`src/rtl/sport_irq_pkg.sv`:
```
// Shared encodings for the serial port interrupt source selector.
// Assumes a 2-bit source select; the code values are fixed by the port protocol.
package sport_irq_pkg;
    localparam int SEL_W = 2;

    typedef enum logic [SEL_W-1:0] {
        SRC_WORD    = 2'b00,
        SRC_BLOCK   = 2'b01,
        SRC_FSYNC   = 2'b10,
        SRC_SYNCERR = 2'b11
    } irq_src_e;

    typedef struct packed {
        logic ready;
        logic eob;
        logic fsync;
        logic syncerr;
    } irq_events_t;
endpackage

```
`src/rtl/sport_irq_sel_reg.sv`:
```
// Holds the interrupt source select.
// Assumes writes are single-cycle strobes; a write is visible one edge later.
module sport_irq_sel_reg
    import sport_irq_pkg::*;
(
    input  logic            clk,
    input  logic            rst_n,
    input  logic            wr_i,
    input  logic [SEL_W-1:0] wdata_i,
    output irq_src_e        sel_o
);
    // Load the select on a write, reset to the word source.
    always_ff @(posedge clk) begin
        if (!rst_n)    sel_o <= SRC_WORD;
        else if (wr_i) sel_o <= irq_src_e'(wdata_i);
    end
endmodule

```
`src/rtl/sport_irq_pulse.sv`:
```
// Picks one event by the source select and registers a gated request pulse.
// Assumes events are single-cycle pulses synchronous to clk.
module sport_irq_pulse
    import sport_irq_pkg::*;
(
    input  logic        clk,
    input  logic        rst_n,
    input  irq_src_e    sel_i,
    input  logic        en_i,
    input  irq_events_t ev_i,
    output logic        irq_o
);
    logic picked;

    // Route the event chosen by the select.
    always_comb begin
        unique case (sel_i)
            SRC_WORD:    picked = ev_i.ready;
            SRC_BLOCK:   picked = ev_i.eob;
            SRC_FSYNC:   picked = ev_i.fsync;
            SRC_SYNCERR: picked = ev_i.syncerr;
            default:     picked = 1'b0;
        endcase
    end

    // Register the enabled request as a pulse.
    always_ff @(posedge clk) begin
        if (!rst_n) irq_o <= 1'b0;
        else        irq_o <= en_i & picked;
    end
endmodule

```
`src/rtl/sport_irq_flags.sv`:
```
// Sticky status flags and the abort pulse.
// Assumes clear strobes are single-cycle; a set in the same cycle wins.
// HAS_OVR removes the overrun flag for the transmit variant.
module sport_irq_flags #(
    parameter bit HAS_OVR = 1'b1
) (
    input  logic clk,
    input  logic rst_n,
    input  logic ready_i,
    input  logic hold_full_i,
    input  logic syncerr_i,
    input  logic ovr_clr_i,
    input  logic serr_clr_i,
    output logic ovr_o,
    output logic serr_o,
    output logic abort_o
);
    // Sync-error flag: set wins over clear.
    always_ff @(posedge clk) begin
        if (!rst_n)         serr_o <= 1'b0;
        else if (syncerr_i) serr_o <= 1'b1;
        else if (serr_clr_i) serr_o <= 1'b0;
    end

    // Abort pulse to the core, one cycle per sync error.
    always_ff @(posedge clk) begin
        if (!rst_n) abort_o <= 1'b0;
        else        abort_o <= syncerr_i;
    end

    generate
        if (HAS_OVR) begin : g_ovr
            // Overrun flag: word lands while holding registers are unread.
            always_ff @(posedge clk) begin
                if (!rst_n)                      ovr_o <= 1'b0;
                else if (ready_i && hold_full_i) ovr_o <= 1'b1;
                else if (ovr_clr_i)              ovr_o <= 1'b0;
            end
        end else begin : g_no_ovr
            logic unused_ok;
            assign unused_ok = &{1'b0, ready_i, hold_full_i, ovr_clr_i};
            assign ovr_o     = 1'b0;
        end
    endgenerate
endmodule

```
`src/rtl/sport_irq_sel.sv`:
```
// Top of the interrupt source selector for one port direction.
// Assumes all inputs are synchronous to clk; IS_RX picks the receive variant.
module sport_irq_sel
    import sport_irq_pkg::*;
#(
    parameter bit IS_RX = 1'b1
) (
    input  logic             clk,
    input  logic             rst_n,
    input  logic             sel_wr_i,
    input  logic [SEL_W-1:0] sel_wdata_i,
    input  logic             irq_en_i,
    input  logic             ev_ready_i,
    input  logic             ev_eob_i,
    input  logic             ev_fsync_i,
    input  logic             ev_syncerr_i,
    input  logic             hold_full_i,
    input  logic             ovr_clr_i,
    input  logic             serr_clr_i,
    output logic [SEL_W-1:0] sel_o,
    output logic             irq_o,
    output logic             abort_o,
    output logic             ovr_flag_o,
    output logic             serr_flag_o
);
    irq_src_e    sel_q;
    irq_events_t ev;

    assign ev    = '{ready: ev_ready_i, eob: ev_eob_i, fsync: ev_fsync_i, syncerr: ev_syncerr_i};
    assign sel_o = sel_q;

    sport_irq_sel_reg u_sel (
        .clk     (clk),
        .rst_n   (rst_n),
        .wr_i    (sel_wr_i),
        .wdata_i (sel_wdata_i),
        .sel_o   (sel_q)
    );

    sport_irq_pulse u_pulse (
        .clk   (clk),
        .rst_n (rst_n),
        .sel_i (sel_q),
        .en_i  (irq_en_i),
        .ev_i  (ev),
        .irq_o (irq_o)
    );

    sport_irq_flags #(.HAS_OVR(IS_RX)) u_flags (
        .clk         (clk),
        .rst_n       (rst_n),
        .ready_i     (ev_ready_i),
        .hold_full_i (hold_full_i),
        .syncerr_i   (ev_syncerr_i),
        .ovr_clr_i   (ovr_clr_i),
        .serr_clr_i  (serr_clr_i),
        .ovr_o       (ovr_flag_o),
        .serr_o      (serr_flag_o),
        .abort_o     (abort_o)
    );
endmodule

```
`config.mk`:
```
export PLATFORM = sky130hd
export DESIGN_NAME = sport_irq_sel
export DESIGN_NICKNAME = d
export VERILOG_FILES = /design/src/rtl/sport_irq_pkg.sv /design/src/rtl/sport_irq_sel_reg.sv /design/src/rtl/sport_irq_pulse.sv /design/src/rtl/sport_irq_flags.sv /design/src/rtl/sport_irq_sel.sv
export SDC_FILE = /design/constraint.sdc
export NUM_CORES = 1
export LEC_CHECK = 0
export ABC_AREA = 1
export BUFFER_PORTS_ARGS = -buffer_cell sky130_fd_sc_hd__buf_2
export CORE_AREA = 2 2 39 41
export DETAILED_ROUTE_END_ITERATION = 12
export DIE_AREA = 0 0 41 43
export GPL_TIMING_DRIVEN = 0
export PLACE_DENSITY = 0.44
export SLEW_MARGIN = 20
export SYNTH_ARGS = -nofsm -noshare
export SYNTH_HDL_FRONTEND = slang
export SYNTH_SLANG_ARGS = --single-unit
```
`constraint.sdc`:
```
create_clock -name clk -period 1 [get_ports clk]
set_input_delay 0.3 -clock clk [delete_from_list [all_inputs] [get_ports clk]]
set_output_delay 0.3 -clock clk [all_outputs]
set_load 0.02 [all_outputs]
```
==> results.sh, run 1 <==
export IMPL_multi_input_area_um2=88.8
export IMPL_period_share_pct=99.9
export IMPL_drv_slew=0
export IMPL_cts_tree="built"
export IMPL_vias=271
export IMPL_final_nets=71
export IMPL_final_hold_viol_count=0
export IMPL_r2r_end="u_pulse.irq_o$_SDFF_PN0_"
export IMPL_tightest_slew_ns=0.130
export IMPL_grt_pass1_wl_um=814
export IMPL_clock_latency_ns=0.24
export IMPL_r2r_start="u_sel.sel_o[0]$_SDFFE_PN0P_"
export IMPL_synthTopCellsByArea="dfxtp_1, nand2_1, inv_1, o21ai_0, a21oi_1"
export IMPL_cp_cell_sequence="buf_6"
export IMPL_netlist_area_um2=235
export IMPL_cts_buffer_depth=2
export IMPL_p_sw_share_pct=24.5
export IMPL_avgViaCountPerCell=3.76
export IMPL_cp_arrival_ns=0.70
export IMPL_synth_seq_cells=6
export IMPL_initial_core_util_pct=17.0
export IMPL_synthDistinctLibCells=9
export IMPL_hold_path_class="input pin to flop"
export IMPL_h_tree_depth=1
export IMPL_netSwitchingPower_mw=0.149
export IMPL_synthXorXnorAreaFrac_pct=0
export IMPL_fin_hold_ws_ns=0.246
export IMPL_numClockSinks=6
export IMPL_antenna_found_initial=0
export IMPL_synth_nets=46
export IMPL_cp_required_ns=0.70
export IMPL_seq_area_um2=126
export IMPL_fin_area_um2=423
export IMPL_endpoint_kind="primary output"
export IMPL_fill_cells=157
export IMPL_syn_avg_cell_area_um2=7.13
export IMPL_crit_path_start_kind="flop"
export IMPL_rows=14
export IMPL_numPortBuffers=18
export IMPL_io_pins=19
export IMPL_drive_gt1_share_pct=51.8
export IMPL_hold_path_cell_count=2
export IMPL_ant_nets=0
export IMPL_grt_pass1_vias=235
export IMPL_ys_seq_area_share_pct=51.1
export IMPL_setup_viol=0
export IMPL_layout_common_cells="buf_2, nand2_1, inv_1, buf_6, dfxtp_2"
export IMPL_grt_max_degree=7
export IMPL_coreArea_um2=1380
export IMPL_synth_mux_area_share_pct=0
export IMPL_mostFrequentLayoutCell="buf_2"
export IMPL_globalplace_congestion=0.630
export IMPL_firstDrtPassIters=2
export IMPL_dieArea_um2=1760
export IMPL_synth_compound_area_share_pct=13.8
export IMPL_dpl_hpwl_um=433
export IMPL_share_seq_of_total_power_pct=44.3
export IMPL_worst_setup_path_type="flop to primary output"
export IMPL_leakage_nw=0.232
export IMPL_drt_wl_total_um=566
export IMPL_period_minus_slack_ns=0.999
export IMPL_avgRoutedWirePerCell_um=7.86
export IMPL_max_stage_delay_ns=0.34
export IMPL_track_usage_pct=7.51
export IMPL_synthAdderAreaFrac_pct=0
export IMPL_synthSimpleGateAreaFrac_pct=23.9
export IMPL_rsz0062_at_grt="yes"
export IMPL_yosys_area_top_type="dfxtp_1"
export IMPL_place_area_um2=345
export IMPL_slew_headroom_pct=91.2
export IMPL_cp_max_fo=3
export IMPL_area_delta_synth_final_pct=79.8
export IMPL_yosysTopAreaCellShare_pct=51.1
export IMPL_fin_util_pct=30.6
export IMPL_pwr_share_clk_pct=36.1
export IMPL_pwr_share_comb_pct=19.6
export IMPL_r2r_setup_slack_ns=0.16
export IMPL_r2r_cells=6
export IMPL_die_h_um=43
export IMPL_slowest_stage="dfxtp_2"
export IMPL_path_delay_family="flip-flops"
export IMPL_fmax_mhz=1000
export IMPL_cts_buffers=3
export IMPL_min_to="u_flags.serr_o$_SDFFE_PN0P_"
export IMPL_intPower_mw=0.457
export IMPL_overflow=0
export IMPL_cts_root_buf="clkbuf_4"
export IMPL_drt_initial_drc_count=1
export IMPL_route_detailed_drc=0
export IMPL_finClkSkew_ns=0.000625
export IMPL_yosysWarnings=0
export IMPL_syn_inst=33
export IMPL_status="finished clean"
export IMPL_antenna_cells=0
export IMPL_critPathBufInv=1
export IMPL_synth_top_family_by_area="simple AND/OR/NAND/NOR gates"
export IMPL_die_w_um=41
export IMPL_maxCapViolCount=0
export IMPL_cts_clk_slew_worst_paths_ns=0.05
export IMPL_power_density_nw_per_um2=1430
export IMPL_ir_drop_mv=0.482
export IMPL_hold_start="serr_clr_i"
## repair_timing
action                                  CTS  global route
endpoints found under the setup margin    4             5
resized for setup                        12             4
setup buffers                             1             1
hold buffers                              0             0
## state kept, by name (all words and copies together), names as in the netlist
| name | flops |
|---|---|
| u_pulse.irq_o | 1 |
| u_flags.abort_o | 1 |
| u_flags.serr_o | 1 |
| u_flags.ovr_o | 1 |
| u_sel.sel_o | 2 |
## power groups by stage
stage | logic [mW] | clock network (mW) | registers [mW]
finish | 0.118 | 0.218 | 0.268
global route | 0.130 | 0.246 | 0.269
CTS | 0.112 | 0.234 | 0.267
detailed placement | 0.0927 | 0 | 0.268
global placement | 0.0923 | 0 | 0.268
floorplan | 0.0283 | 0 | 0.288
## cells in the mapped netlist
library cell  count
a21boi_0          1
a21oi_1           2
dfxtp_1           6
inv_1             7
nand2_1          10
nand3_1           1
nor2_1            2
nor2_2            1
o21ai_0           3
## kinds of logic after synthesis
kind of cell | count (synthesis)
simple gates | 14
compound gates | 6
buf+inv | 7
flops | 6
## worst max-delay path by stage
stage | startpoint | end | slack, ns | cells past startpoint
CTS | u_sel.sel_o[1]$_SDFFE_PN0P_ | sel_o[1] | -0.009 | 1
floorplan | u_sel.sel_o[0]$_SDFFE_PN0P_ | u_pulse.irq_o$_SDFF_PN0_ | 0.13 | 5
detailed placement | u_sel.sel_o[0]$_SDFFE_PN0P_ | sel_o[0] | 0.13 | 1
finish | u_sel.sel_o[1]$_SDFFE_PN0P_ | sel_o[1] | 0.0007 | 1
global placement | u_sel.sel_o[0]$_SDFFE_PN0P_ | sel_o[0] | 0.14 | 1
global route | u_sel.sel_o[1]$_SDFFE_PN0P_ | sel_o[1] | -0.02 | 1
## cell type report
class,count,share of cell area [%]
Tap cell,16,4.73
Inverter,7,6.21
Sequential cell,6,29.9
Multi-Input combinational cell,20,21.0
Clock buffer,3,5.33
Timing Repair Buffer,20,32.8
## metal layers
metal	global-route usage [%]	vias up	routed length (um)
li1	-	146	-
met1	7.32	115	238
met2	10.3	10	267
met3	5.24	0	60
met4	6.00	0	0
met5	0	-	0
## metrics by stage
stage	cells	setup slack, ns	TNS [ns]	power, mW
floorplan	33	0.131	0	0.316
global placement	67	0.141	0	0.360
detailed placement	67	0.134	0	0.361
CTS	71	-0.00898	-0.00921	0.613
global route	72	-0.0235	-0.0424	0.646
finish	72	0.000731	0	0.605
Note: power is estimated with default switching activity, not from simulation.
==> inputs of run 2 (changes only) <==
--- a/config.mk
+++ b/config.mk
@@ -7,12 +7,12 @@
 export LEC_CHECK = 0
 export ABC_AREA = 1
 export BUFFER_PORTS_ARGS = -buffer_cell sky130_fd_sc_hd__buf_2
-export CORE_AREA = 2 2 39 41
+export CELL_PAD_IN_SITES_DETAIL_PLACEMENT = 0
+export CELL_PAD_IN_SITES_GLOBAL_PLACEMENT = 2
+export CORE_UTILIZATION = 15
 export DETAILED_ROUTE_END_ITERATION = 12
-export DIE_AREA = 0 0 41 43
 export GPL_TIMING_DRIVEN = 0
-export PLACE_DENSITY = 0.44
-export SLEW_MARGIN = 20
+export PLACE_DENSITY = 0.68
 export SYNTH_ARGS = -nofsm -noshare
 export SYNTH_HDL_FRONTEND = slang
 export SYNTH_SLANG_ARGS = --single-unit
==> results.sh, run 2 (synthesis results as in run 1) <==
export IMPL_cts_buffer_depth=2
export IMPL_endpoint_kind="primary output"
export IMPL_initial_core_util_pct=17.0
export IMPL_period_share_pct=99.7
export IMPL_cts_clk_slew_worst_paths_ns=0.05
export IMPL_slowest_stage="dfxtp_4"
export IMPL_fin_hold_ws_ns=0.235
export IMPL_avgViaCountPerCell=3.85
export IMPL_clock_latency_ns=0.24
export IMPL_setup_viol=0
export IMPL_cp_max_fo=2
export IMPL_dpl_hpwl_um=444
export IMPL_ir_drop_mv=0.388
export IMPL_coreArea_um2=1380
export IMPL_fin_area_um2=429
export IMPL_dpl_worst_slack_ns=0.128
export IMPL_dp_cells=66
export IMPL_area_delta_synth_final_pct=82.4
export IMPL_cts_tree="built"
export IMPL_drive_gt1_share_pct=53.6
export IMPL_hold_path_cell_count=2
export IMPL_r2r_cells=6
export IMPL_antenna_cells=0
export IMPL_globalplace_congestion=0.633
export IMPL_cp_required_ns=0.70
export IMPL_die_w_um=41.6
export IMPL_finalPower_mw=0.611
export IMPL_h_tree_depth=1
export IMPL_r2r_setup_slack_ns=0.17
export IMPL_leakage_nw=0.234
export IMPL_crit_path_start_kind="flop"
export IMPL_fin_util_pct=31.0
export IMPL_finClkSkew_ns=0.00380
export IMPL_cts_root_buf="clkbuf_4"
export IMPL_numPortBuffers=18
export IMPL_largest_reg_flops=2
export IMPL_drv_slew=0
export IMPL_fmax_mhz=1000
export IMPL_final_nets=71
export IMPL_vias=273
export IMPL_max_flop_register="u_sel.sel_o"
export IMPL_path_delay_family="flip-flops"
export IMPL_ant_nets=0
export IMPL_layout_common_cells="buf_2, nand2_1, inv_1, buf_6, dfxtp_2"
export IMPL_grt_pass1_wl_um=952
export IMPL_r2r_start="u_sel.sel_o[0]$_SDFFE_PN0P_"
export IMPL_numClockSinks=6
export IMPL_place_area_um2=344
export IMPL_hold_start="serr_clr_i"
export IMPL_antenna_found_initial=0
export IMPL_hold_path_class="input pin to flop"
export IMPL_finalSetupTns_ns=0
export IMPL_drt_initial_drc_count=5
export IMPL_min_to="u_flags.serr_o$_SDFFE_PN0P_"
export IMPL_status="finished clean"
export IMPL_mostFrequentLayoutCell="buf_2"
export IMPL_grt_max_degree=7
export IMPL_critPathBufInv=1
export IMPL_route_detailed_drc=0
export IMPL_die_h_um=41.6
export IMPL_cp_arrival_ns=0.70
export IMPL_final_cells=71
export IMPL_period_minus_slack_ns=0.997
export IMPL_final_hold_viol_count=0
export IMPL_maxCapViolCount=0
export IMPL_cp_cell_sequence="buf_6"
export IMPL_worst_slack_ns=0.00316
export IMPL_cts_buffers=3
export IMPL_postCtsHoldBufs=0
export IMPL_avgRoutedWirePerCell_um=8.17
export IMPL_overflow=0
export IMPL_worst_setup_path_type="flop to primary output"
export IMPL_io_pins=19
export IMPL_drt_wl_total_um=580
export IMPL_r2r_end="u_pulse.irq_o$_SDFF_PN0_"
export IMPL_slew_headroom_pct=91.0
export IMPL_firstDrtPassIters=4
export IMPL_tightest_slew_ns=0.133
export IMPL_rows=13
export IMPL_max_stage_delay_ns=0.34
export IMPL_rsz0062_at_grt="yes"
export IMPL_grt_pass1_vias=245
export IMPL_track_usage_pct=7.53
export IMPL_dieArea_um2=1730
export IMPL_power_density_nw_per_um2=1420
## run 2: area by class of cell
class                   instances  area [um2]
inverters                       7        26.3
well taps                      15        18.8
clock buffers                   3        22.5
multi-input cells              20        88.8
fillers                       149         953
flip-flops and latches          6         130
repair buffers                 20         143
## run 2: repair_timing
action | in CTS | in global routing
resized for setup | 15 | 4
endpoints found under the setup margin | 6 | 6
buffers inserted | 2 | 0
## run 2: worst max-delay path by stage
stage / startpoint / end / depth (start not counted)
6_report: u_sel.sel_o[0]$_SDFFE_PN0P_ / sel_o[0] / 1
5_1_grt: u_sel.sel_o[0]$_SDFFE_PN0P_ / sel_o[0] / 1
4_1_cts: u_sel.sel_o[0]$_SDFFE_PN0P_ / sel_o[0] / 1
3_5_place_dp: u_sel.sel_o[0]$_SDFFE_PN0P_ / sel_o[0] / 1
3_3_place_gp: u_sel.sel_o[0]$_SDFFE_PN0P_ / sel_o[0] / 1
2_1_floorplan: u_sel.sel_o[0]$_SDFFE_PN0P_ / u_pulse.irq_o$_SDFF_PN0_ / 5
## run 2: where the power goes
| group | internal [mW] | switching, mW |
|---|---|---|
| logic | 0.0641 | 0.0564 |
| clock network | 0.136 | 0.0881 |
| registers | 0.257 | 0.00916 |
| total | 0.457 | 0.154 |
## run 2: layer usage
metal,track usage (%),wire length (um)
met1,8.42,256
met2,9.69,260
met4,5.81,0
met5,0,0
met3,5.22,63
==> inputs of run 3 (changes only) <==
--- a/config.mk
+++ b/config.mk
@@ -7,9 +7,10 @@
 export LEC_CHECK = 0
 export ABC_AREA = 1
 export BUFFER_PORTS_ARGS = -buffer_cell sky130_fd_sc_hd__buf_2
-export CELL_PAD_IN_SITES_DETAIL_PLACEMENT = 0
+export CELL_PAD_IN_SITES_DETAIL_PLACEMENT = 1
 export CELL_PAD_IN_SITES_GLOBAL_PLACEMENT = 2
 export CORE_UTILIZATION = 15
+export CTS_CLUSTER_DIAMETER = 30
 export DETAILED_ROUTE_END_ITERATION = 12
 export GPL_TIMING_DRIVEN = 0
 export PLACE_DENSITY = 0.68
==> results.sh, run 3 (synthesis results as in run 1) <==
export IMPL_layout_common_cells="buf_2, nand2_1, inv_1, buf_6, dfxtp_2"
export IMPL_final_hold_viol_count=0
export IMPL_avgViaCountPerCell=3.76
export IMPL_pwr_share_comb_pct=19.2
export IMPL_cp_required_ns=0.70
export IMPL_mostFrequentLayoutCell="buf_2"
export IMPL_maxCapViolCount=0
export IMPL_final_nets=70
export IMPL_cp_arrival_ns=0.70
export IMPL_cts_buffers=3
export IMPL_grt_pass1_vias=293
export IMPL_rows=13
export IMPL_globalplace_congestion=0.633
export IMPL_share_seq_of_total_power_pct=44.0
export IMPL_fin_area_um2=422
export IMPL_p_sw_share_pct=25.3
export IMPL_crit_path_start_kind="flop"
export IMPL_finalPower_mw=0.608
export IMPL_numPortBuffers=18
export IMPL_die_w_um=41.6
export IMPL_hold_path_class="input pin to flop"
export IMPL_overflow=0
export IMPL_cts_root_buf="clkbuf_4"
export IMPL_worst_setup_path_type="flop to primary output"
export IMPL_finClkSkew_ns=0.00277
export IMPL_fin_hold_ws_ns=0.236
export IMPL_slew_headroom_pct=87.5
export IMPL_intPower_mw=0.454
export IMPL_h_tree_depth=1
export IMPL_cts_tree="built"
export IMPL_tightest_slew_ns=0.186
export IMPL_max_stage_delay_ns=0.34
export IMPL_endpoint_kind="primary output"
export IMPL_dp_cells=66
export IMPL_firstDrtPassIters=1
export IMPL_status="complete, but fails checks"
export IMPL_drv_slew=0
export IMPL_ant_nets=0
export IMPL_power_density_nw_per_um2=1440
export IMPL_netSwitchingPower_mw=0.154
export IMPL_grt_max_degree=7
export IMPL_track_usage_pct=8.90
export IMPL_drive_gt1_share_pct=52.7
export IMPL_dpl_worst_slack_ns=0.126
export IMPL_area_delta_synth_final_pct=79.3
export IMPL_drt_wl_total_um=635
export IMPL_largest_reg_flops=2
export IMPL_cp_cell_sequence="buf_6"
export IMPL_rsz0062_at_grt="yes"
export IMPL_period_minus_slack_ns=1.00
export IMPL_antenna_found_initial=0
export IMPL_vias=263
export IMPL_place_area_um2=344
export IMPL_final_cells=70
export IMPL_drt_initial_drc_count=0
export IMPL_avgRoutedWirePerCell_um=9.07
export IMPL_ir_drop_mv=0.844
export IMPL_die_h_um=41.6
export IMPL_critPathBufInv=1
export IMPL_leakage_nw=0.229
export IMPL_worst_slack_ns=-0.00224
export IMPL_clock_latency_ns=0.24
export IMPL_r2r_cells=5
export IMPL_dieArea_um2=1730
export IMPL_setup_viol=1
export IMPL_postCtsHoldBufs=0
export IMPL_pwr_share_clk_pct=36.7
export IMPL_antenna_cells=0
export IMPL_grt_pass1_wl_um=1100
export IMPL_max_flop_register="u_sel.sel_o"
export IMPL_route_detailed_drc=0
export IMPL_path_delay_family="flip-flops"
export IMPL_fmax_mhz=998
export IMPL_initial_core_util_pct=17.0
export IMPL_period_share_pct=100
export IMPL_failed_checks="setup timing"
export IMPL_cp_depth=1
export IMPL_cts_clk_slew_worst_paths_ns=0.05
export IMPL_cp_max_fo=2
export IMPL_cts_buffer_depth=2
export IMPL_hold_path_cell_count=2
export IMPL_numClockSinks=6
export IMPL_io_pins=19
export IMPL_slowest_stage="dfxtp_4"
export IMPL_dpl_hpwl_um=515
export IMPL_coreArea_um2=1380
[run 3: changes by cell type in the layout (fill, tap and decap cells not counted), sizes merged]
cell | previous run | this run
buf | 20 | 19
[run 3: area by class of cell]
class	instances	area (um2)
inverters	7	26.3
repair buffers	19	135
flip-flops and latches	6	130
well taps	15	18.8
fillers	174	961
clock buffers	3	22.5
multi-input cells	20	88.8
[run 3: worst paths after layout]
check	start	end	slack [ns]
max	u_sel.sel_o[0]$_SDFFE_PN0P_	sel_o[0]	-0.002
min	serr_clr_i	u_flags.serr_o$_SDFFE_PN0P_	0.24
max reg2reg	u_sel.sel_o[0]$_SDFFE_PN0P_	u_pulse.irq_o$_SDFF_PN0_	0.15
min reg2reg	u_flags.serr_o$_SDFFE_PN0P_	u_flags.serr_o$_SDFFE_PN0P_	0.47
[run 3: power by group through the flow]
stage,clock [mW],sequential (mW),combinational [mW]
3_3_place_gp,0,0.269,0.0931
6_report,0.223,0.268,0.117
4_1_cts,0.231,0.266,0.114
5_1_grt,0.252,0.270,0.130
3_5_place_dp,0,0.269,0.0944
2_1_floorplan,0,0.288,0.0283
[run 3: per-layer routing]
| metal | part of all wire [%] | vias to the layer above | GRT usage (%) | wire length [um] |
|---|---|---|---|---|
| li1 | - | 143 | - | - |
| met3 | 12 | 0 | 7.39 | 76 |
| met2 | 49 | 14 | 14.4 | 314 |
| met1 | 39 | 106 | 8.75 | 245 |
| met4 | 0 | 0 | 1.94 | 0 |
| met5 | 0 | - | 0 | 0 |
[run 3: per-stage QoR]
stage          setup TNS, ns  utilization, %
3_3_place_gp               0            24.9
4_1_cts              -0.0215            29.4
5_1_grt               -0.115            30.5
3_5_place_dp               0            24.9
2_1_floorplan              0               -
6_report            -0.00224            30.5
[run 3: repair_timing]
action | in CTS | in global routing
buffers inserted | 1 | 0
gates cloned | 0 | 0
endpoints found under the setup margin | 4 | 6
resized for setup | 13 | 6
